[src/rtl/sfc_pkg.sv]
package sfc_pkg;
    parameter int PC_W  = 12;
    parameter int CNT_W = 8;

    localparam logic [5:0] OP_FIN_A  = 6'h21;
    localparam logic [5:0] OP_FIN_B  = 6'h22;
    localparam logic [5:0] OP_BRK_C  = 6'h23;
    localparam logic [5:0] OP_SUB    = 6'h24;
    localparam logic [5:0] OP_SUB_C  = 6'h25;
    localparam logic [5:0] OP_SUB_U  = 6'h26;
    localparam logic [5:0] OP_IF_U   = 6'h27;
    localparam logic [5:0] OP_IF_C   = 6'h28;
    localparam logic [5:0] OP_REPEAT = 6'h29;
    localparam logic [5:0] OP_JMP_C  = 6'h2C;
    localparam logic [5:0] OP_JMP_U  = 6'h2D;

    typedef enum logic [1:0] {K_CALL, K_IF, K_LOOP, K_NONE} kind_t;

    typedef struct packed {
        kind_t              kind;
        logic [PC_W-1:0]    endp;
        logic [PC_W-1:0]    ret;
        logic [CNT_W:0]     limit;
        logic [CNT_W-1:0]   step;
        logic [CNT_W-1:0]   passes;
        logic [CNT_W-1:0]   cnt;
    } frame_t;

    typedef enum logic [1:0] {S_IDLE, S_RUN, S_UNWIND, S_HALT} state_t;
endpackage

[src/rtl/sfc_stack.sv]
module sfc_stack import sfc_pkg::*; #(
    parameter int DEPTH = 4,
    localparam int SPW = $clog2(DEPTH + 1)
) (
    input  logic           clk,
    input  logic           rst_n,
    input  logic           clr,
    input  logic           push,
    input  logic           pop,
    input  logic           upd,
    input  logic           cut,
    input  logic [SPW-1:0] cut_sp,
    input  frame_t         wr,
    output logic [SPW-1:0] sp,
    output logic           ovf,
    output frame_t         frames_o [DEPTH]
);
    logic full;
    assign full = (sp == SPW'(DEPTH));
    assign ovf  = push && full;

    always_ff @(posedge clk or negedge rst_n) begin
        if (!rst_n)                sp <= '0;
        else if (clr)              sp <= '0;
        else if (push && !full)    sp <= sp + 1'b1;
        else if (pop && sp != '0)  sp <= sp - 1'b1;
        else if (cut)              sp <= cut_sp;
    end

    for (genvar g = 0; g < DEPTH; g++) begin : g_slot
        always_ff @(posedge clk) begin
            if (push && !full && sp == SPW'(g))
                frames_o[g] <= wr;
            else if (!push && !pop && upd && sp == SPW'(g + 1))
                frames_o[g] <= wr;
        end
    end

    AST_SP_IN_RANGE: assert property (@(posedge clk) disable iff (!rst_n)
        sp <= SPW'(DEPTH));
    AST_FULL_PUSH_DROPPED: assert property (@(posedge clk) disable iff (!rst_n)
        (push && full && !clr) |=> sp == SPW'(DEPTH));
endmodule

[src/rtl/sfc_loop_eval.sv]
module sfc_loop_eval import sfc_pkg::*; (
    input  frame_t          fr,
    output logic [CNT_W:0]  sum,
    output logic            again
);
    always_comb begin
        sum   = {1'b0, fr.cnt} + {1'b0, fr.step};
        again = (sum <= fr.limit) && (fr.passes != '1);
    end
endmodule

[src/rtl/shader_flow_seq.sv]
module shader_flow_seq import sfc_pkg::*; #(
    parameter int DEPTH = 4,
    parameter int NBOOL = 16,
    parameter int NINT  = 4
) (
    input  logic                   clk,
    input  logic                   rst_n,
    input  logic                   start,
    input  logic [PC_W-1:0]        entry_pc,
    input  logic [31:0]            insn,
    input  logic                   cond,
    input  logic [NBOOL-1:0]       ubool,
    input  logic [NINT*3*CNT_W-1:0] int_unif,
    output logic [PC_W-1:0]        pc,
    output logic                   fetch,
    output logic                   done,
    output logic                   ovf_err,
    output logic [CNT_W-1:0]       loop_ctr
);
    localparam int SPW = $clog2(DEPTH + 1);
    localparam int IDW = $clog2(NINT);
    localparam int VW  = 3 * CNT_W;

    state_t          st, ns;
    logic [PC_W-1:0] npc;
    logic [CNT_W-1:0] al_n;

    logic [5:0]      op;
    logic [7:0]      f_num;
    logic [PC_W-1:0] f_dst;
    logic [3:0]      f_id;
    logic            unused_bits;
    assign op          = insn[31:26];
    assign f_num       = insn[7:0];
    assign f_dst       = insn[21:10];
    assign f_id        = insn[25:22];
    assign unused_bits = ^insn[9:8];

    logic            push, pop, upd, cut, clr, ovf, push_ok;
    logic [SPW-1:0]  cut_sp, sp, nsp;
    frame_t          wr, tf;
    frame_t          ent [DEPTH];
    logic [CNT_W:0]  sum;
    logic            again;

    sfc_stack #(.DEPTH(DEPTH)) u_stack (
        .clk(clk), .rst_n(rst_n), .clr(clr), .push(push), .pop(pop),
        .upd(upd), .cut(cut), .cut_sp(cut_sp), .wr(wr), .sp(sp),
        .ovf(ovf), .frames_o(ent)
    );

    sfc_loop_eval u_eval (.fr(tf), .sum(sum), .again(again));

    // selected uniforms and top frame
    logic            ub;
    logic [VW-1:0]   iv;
    logic            found;
    logic [SPW-1:0]  fidx;
    logic [PC_W-1:0] fend;
    always_comb begin
        ub = 1'b0;
        for (int k = 0; k < NBOOL; k++)
            if (f_id == 4'(k)) ub = ubool[k];
        iv = '0;
        for (int k = 0; k < NINT; k++)
            if (f_id[IDW-1:0] == IDW'(k)) iv = int_unif[k*VW +: VW];
        tf = '0;
        found = 1'b0;
        fidx = '0;
        fend = '0;
        for (int i = 0; i < DEPTH; i++) begin
            if (SPW'(i + 1) == sp) tf = ent[i];
            if (SPW'(i) < sp && ent[i].kind == K_LOOP) begin
                found = 1'b1;
                fidx  = SPW'(i);
                fend  = ent[i].endp;
            end
        end
    end

    logic            taken, match;
    logic [PC_W-1:0] nend;
    always_comb begin
        ns = st; npc = pc; al_n = loop_ctr;
        push = 1'b0; pop = 1'b0; upd = 1'b0; cut = 1'b0; cut_sp = '0;
        wr = '0; taken = 1'b0;
        clr = (st == S_IDLE || st == S_HALT) && start;
        unique case (st)
            S_IDLE, S_HALT: begin
                if (start) begin
                    ns  = S_RUN;
                    npc = entry_pc;
                end
            end
            S_RUN: begin
                npc = pc + 1'b1;
                case (op)
                    OP_FIN_A, OP_FIN_B: begin
                        ns  = S_HALT;
                        npc = pc;
                    end
                    OP_JMP_C: if (cond) npc = f_dst;
                    OP_JMP_U: if (ub)   npc = f_dst;
                    OP_SUB, OP_SUB_C, OP_SUB_U: begin
                        taken = (op == OP_SUB) || (op == OP_SUB_C && cond) ||
                                (op == OP_SUB_U && ub);
                        if (taken) begin
                            push    = 1'b1;
                            wr.kind = K_CALL;
                            wr.endp = f_dst + PC_W'(f_num);
                            wr.ret  = pc + 1'b1;
                            npc     = f_dst;
                        end
                    end
                    OP_IF_C, OP_IF_U: begin
                        taken = (op == OP_IF_C) ? cond : ub;
                        if (taken) begin
                            push    = 1'b1;
                            wr.kind = K_IF;
                            wr.endp = f_dst;
                            wr.ret  = f_dst + PC_W'(f_num);
                        end else begin
                            npc = f_dst;
                        end
                    end
                    OP_REPEAT: begin
                        push      = 1'b1;
                        wr.kind   = K_LOOP;
                        wr.endp   = f_dst + 1'b1;
                        wr.ret    = pc + 1'b1;
                        wr.limit  = {1'b0, iv[2*CNT_W-1:CNT_W]} + {1'b0, iv[CNT_W-1:0]};
                        wr.step   = iv[3*CNT_W-1:2*CNT_W];
                        wr.passes = '0;
                        wr.cnt    = iv[2*CNT_W-1:CNT_W];
                        al_n      = iv[2*CNT_W-1:CNT_W];
                    end
                    OP_BRK_C: begin
                        if (cond && found) begin
                            cut    = 1'b1;
                            cut_sp = fidx;
                            npc    = fend;
                        end
                    end
                    default: ;
                endcase
            end
            S_UNWIND: begin
                if (tf.kind == K_LOOP && again) begin
                    upd       = 1'b1;
                    wr        = tf;
                    wr.passes = tf.passes + 1'b1;
                    wr.cnt    = sum[CNT_W-1:0];
                    npc       = tf.ret;
                    al_n      = sum[CNT_W-1:0];
                end else if (tf.kind == K_LOOP) begin
                    pop  = 1'b1;
                    al_n = sum[CNT_W-1:0];
                end else begin
                    pop = 1'b1;
                    npc = tf.ret;
                end
            end
        endcase

        push_ok = push && (sp != SPW'(DEPTH));
        if (push_ok)   nsp = sp + 1'b1;
        else if (pop)  nsp = sp - 1'b1;
        else if (cut)  nsp = cut_sp;
        else           nsp = sp;
        nend = '0;
        for (int i = 0; i < DEPTH; i++)
            if (SPW'(i + 1) == nsp) nend = ent[i].endp;
        match = push_ok ? (npc == wr.endp) : (nsp != '0 && nend == npc);

        if (st == S_RUN && ns == S_RUN && match) ns = S_UNWIND;
        if (st == S_UNWIND) ns = match ? S_UNWIND : S_RUN;
    end

    always_ff @(posedge clk or negedge rst_n) begin
        if (!rst_n) begin
            st       <= S_IDLE;
            pc       <= '0;
            loop_ctr <= '0;
            ovf_err  <= 1'b0;
        end else begin
            st       <= ns;
            pc       <= npc;
            loop_ctr <= al_n;
            if (clr)      ovf_err <= 1'b0;
            else if (ovf) ovf_err <= 1'b1;
        end
    end

    always_comb begin
        fetch = (st == S_RUN);
        done  = (st == S_HALT);
    end

    AST_START_LOADS: assert property (@(posedge clk) disable iff (!rst_n)
        (done && start) |=> (fetch && pc == $past(entry_pc)));
    AST_HALT_HOLDS: assert property (@(posedge clk) disable iff (!rst_n)
        (done && !start) |=> (done && $stable(pc)));
    AST_ERR_STICKY: assert property (@(posedge clk) disable iff (!rst_n)
        (ovf_err && !start) |=> ovf_err);
    AST_CTR_HELD: assert property (@(posedge clk) disable iff (!rst_n)
        (!fetch && !$past(fetch) && !start && st != S_UNWIND) |=> $stable(loop_ctr));
endmodule

[config.mk]
export PLATFORM = sky130hd
export DESIGN_NAME = shader_flow_seq
export DESIGN_NICKNAME = d
export VERILOG_FILES = /design/src/rtl/sfc_pkg.sv /design/src/rtl/sfc_stack.sv /design/src/rtl/sfc_loop_eval.sv /design/src/rtl/shader_flow_seq.sv
export SDC_FILE = /design/constraint.sdc
export NUM_CORES = 1
export LEC_CHECK = 0
export BUFFER_PORTS_ARGS = -buffer_cell sky130_fd_sc_hd__buf_2
export CORE_AREA = 3 3 220 222
export DETAILED_ROUTE_END_ITERATION = 10
export DIE_AREA = 0 0 223 225
export GPL_TIMING_DRIVEN = 0
export SYNTH_ARGS = -nofsm -noshare
export SYNTH_HDL_FRONTEND = slang
export SYNTH_HIERARCHICAL = 1
export SYNTH_SLANG_ARGS = --single-unit
[constraint.sdc]
create_clock -name clk -period 16.3 [get_ports clk]
set_input_delay 0.815 -clock clk [delete_from_list [all_inputs] [get_ports clk]]
set_output_delay 0.815 -clock clk [all_outputs]
set_load 0.02 [all_outputs]
Yosys cells after proc, flatten, opt, wreduce, memory -nomap -nowiden
Index checks and enable logic that the tools add are counted.
Word-level totals
  register bits after elaboration: 262
  word-level logic and storage cells: 249
  bits of input ports: 160
Operators by class
  equality and inequality tests: 56
  magnitude comparators: 5
  $add $sub $neg: 8
  reduce and logical (&&, ||, !) cells: 50
  mux-type cells: 97
Operators with widths (number)
  two-way mux 59 bit: 13
  two-way mux 12 bit: 16
  two-way mux 24 bit: 5
  case mux 59 bit (2 select lines): 1
  case mux 26 bit (3 select lines): 1
  case mux 12 bit (6 select lines): 1
  == test 6 bit (second input constant): 11
  case mux 12 bit (3 select lines): 1
  two-way mux 1 bit: 35
  two-way mux 3 bit: 11
  two-way mux 33 bit: 1
  == test 4 bit (second input constant): 8
  logical AND 1 bit: 27
  two-way mux 25 bit: 1
  adder 12 x 1 -> 12 bit (second input constant): 2
  == test 12 bit: 2
  two-way mux 8 bit: 3
  adder 8 x 8 -> 9 bit: 2
  == test 2 bit (second input constant): 9
  == test 4 x 3 -> 1 bit (second input constant): 4
  case mux 8 bit (2 select lines): 1
  adder 12 x 8 -> 12 bit: 1
  == test 2 x 3 -> 1 bit (first input constant): 4
  nonzero test 2 bit: 6
  other kinds (29): 50

Longest topological paths before layout
  depth in word-level cells: 35
  depth in mapped cells: 38

Modules after synthesis
The synthesis kept the hierarchy.
Modules (own cells, without submodules)
  shader_flow_seq: times used 1, cells an instance 1157, area an instance 8257.9 µm²
  sfc_stack: times used 1, cells an instance 291, area an instance 7527.2 µm²
  sfc_loop_eval: times used 1, cells an instance 72, area an instance 539.3 µm²

Least setup slack after synthesis
Ideal clock, no wire load.
  kind: register to register
  start: register u_stack.sp[0]
  end: register u_stack/frames_o[0] (netlist bit) (enable)
  arrival time: 10263 ps
  buffers on the path: 8
  setup slack: 5480 ps
  setup time: 557 ps
  stages on the path, launching flop included: 32
  period minus slack after synthesis: 10820 ps
  data required time: 15743 ps
  cell sequence: dfrtp_1 > buf_4 > inv_1 > ha_1 > and2_1 > clkbuf_1 > clkbuf_1 > buf_1 > buf_1 > clkbuf_1 > buf_1 > a22oi_1 > o21ai_0 > ha_1 > a21o_1 > a21oi_2 > o21bai_2 > a21oi_2 > xnor2_1 > ha_1 > a21oi_1 > nor2b_1 > o21ai_0 > nand3_1 > a21oi_1 > buf_1 > nand3_1 > o21ai_2 > inv_1 > and2b_2 > nand3_1 > o21ai_0
RTL lines
  start, declared: line sfc_stack.sv:14  | output logic [SPW-1:0] sp,
  start signal, assigned: line sfc_stack.sv:25  | else if (push && !full) sp <= sp + 1'b1;
  start signal, assigned: line sfc_stack.sv:26  | else if (pop && sp != '0) sp <= sp - 1'b1;
  start signal, assigned: line sfc_stack.sv:27  | else if (cut) sp <= cut_sp;
  end signal, assigned by index: line sfc_stack.sv:33  | frames_o[g] <= wr;
  end signal, assigned by index: line sfc_stack.sv:35  | frames_o[g] <= wr;
  end, declared: line sfc_stack.sv:16  | output frame_t frames_o [DEPTH]

==> summary.txt <==
Worst hold path
  • Hold WC Path Type: input port to asynchronous set/reset pin

Synth
  • YS warnings: 6
  • Mapped cell area: 16,300 µm²
  • Mean Syn Cell Area: 10.8 µm²
  • Number of cells produced by synthesis: 1,514

Clock network
  • CTS clk-pin slew, worst paths: 0.07 ns
  • Post-CTS Setup Repair Bufs: 0
  • TritonCTS clock tree: yes
  • H-tree depth: 1
  • CTS Hold Bufs: 0
  • Bufs on Longest Clock Path: 3
  • Root buf cell: clkbuf_16
  • # resized after CTS: 0
  • Inserted Clock Buffers: 28
  • Worst-skew pair later-pin latency: 0.59 ns
  • Clock sinks: 262

Power
  • Pwr/cell area: 153 nW/µm²
  • Total Power: 2.94 mW
  • Peak supply drop: 0.0931 mV
  • Leak: 6.86 nW

Setup path
  • Crit-path max FO: 10
  • Crit path launch type: flip-flop
  • Path type of the worst setup path: flip-flop to flip-flop
  • CP bufs+invs: 10
  • CP required: 16.75 ns
  • Slowest stage delay, CP: 1.12 ns
  • Crit path arrival time: 11.56 ns
  • Slowest cell on the critical path: nor3_1
  • Largest delay share family, worst path: buffers and inverters
  • Critical Path Sink Type: flip-flop

Timing
  • Final min period: 11.10 ns
  • Final Cycle Share: 68.1%
  • RSZ-0062 raised after global routing: false
  • Final setup vio count: 0
  • Slew @ Worst Pin: 1.46 ns
  • Clk_skew: 0.0210 ns
  • Worst rel slew slack: 2.15%
  • Setup TNS: 0 ns
  • Final Max Slew Viols: 0
  • Fmax: 90.1 MHz
  • Fin. Hold Viols: 0

Route
  • Detailed-route via count: 14.3k
  • Routed Antenna Nets: 0
  • Initial drt markers: 1,639
  • 1st-pass router iterations: 6
  • Routed len/inst: 25.2 µm
  • DRC: 0
  • Detailed Route WL: 59,600 µm
  • Vias/cell: 6.05

Floorplanning
  • Die H: 225 µm
  • Initial Util: 35.0%
  • Die area: 50,200 µm²
  • Row Count: 79
  • Core ar.: 46,600 µm²
  • Num ports: 183
  • Die width: 223 µm

Placed design
  • Gpl congestion: 0.964
  • Cell Area, Placed: 18,300 µm²
  • Detailed placement HPWL: 45,400 µm
  • Port bufs: 174

GRT
  • Vias in the first global route: 14.0k
  • Initial antenna violation count: 1
  • First-pass GRT wire length: 88,900 µm
  • Gr ovfl total: 0
  • Largest net degree at the start of global routing: 27
  • Gr usage total: 23.1%

Layout
  • Area delta synth->final: 18.0%
  • Commonest non-fill, non-tap cell in the layout: edfxtp_1
  • Nets: 1,944
  • # fillers: 4,460
  • Antenna cell count: 0
  • Most frequent cells in the layout: edfxtp_1 (236), buf_2 (185), nand2_1 (123), o21ai_0 (120), a22oi_1 (97)
  • Design Area, Final: 19,200 µm²
  • Share of layout cells above drive strength 1: 19.9%

Flow run
  • Max_cap viols: 0

Run status
  • Outcome: finished, final reports clean
[metal layers]
layer  vias up  part of all wire, %  global-route usage (%)
met3       134                  8.2                    3.74
li1       6371                    -                       -
met1      7051                   42                    31.6
met4         2                  4.4                    8.55
met2       731                   45                    37.3
met5         -                0.022                       0
[power breakdown]
part	switching, mW	internal, mW
sequential	0.0469	0.763
combinational	0.951	0.495
clock	0.279	0.401
[final cells by class]
| class | instances | area, µm² | area share (%) |
|---|---|---|---|
| multi-input cells | 1100 | 7970 | 41.5 |
| flip-flops and latches | 262 | 7740 | 40.2 |
| repair buffers | 186 | 1140 | 5.93 |
| clock buffers | 39 | 782 | 4.07 |
| well taps | 607 | 759 | 3.95 |
| plain buffers | 99 | 437 | 2.27 |
| inverters | 54 | 203 | 1.05 |
| clock inverters | 13 | 200 | 1.04 |
[final timing paths]
kind                               startpoint          end  slack, ns  cells past startpoint
worst max-delay path            u_stack/sp[0]        st[0]       5.20                     33
worst min-delay path                    rst_n        pc[6]       0.29                      1
worst max register to register  u_stack/sp[0]        st[0]       5.20                     33
worst min register to register    loop_ctr[6]  loop_ctr[6]       0.48                      2
max in group asynchronous               rst_n  loop_ctr[2]      15.49                      1
min in group clk                  loop_ctr[6]  loop_ctr[6]       0.48                      2
[sequential cells by signal, indices dropped and copies added, names as in the netlist]
register,cells
u_stack/frames_o,236
u_stack/sp,3
ovf_err,1
st,2
loop_ctr,8
pc,12
[per-stage QoR]
stage / hold slack [ns] / utilization (%) / worst slack, ns / cells
detailed placement: 0.473 / 39.2 / 5.40 / 2308
CTS: 0.299 / 41.3 / 5.40 / 2360
floorplan: 0.519 / - / 5.48 / 1515
global placement: 0.463 / 38.5 / -1.69 / 2296
global route: 0.336 / 41.3 / 4.65 / 2360
finish: 0.293 / 41.3 / 5.20 / 2360
(Power assumes the default switching activity.)
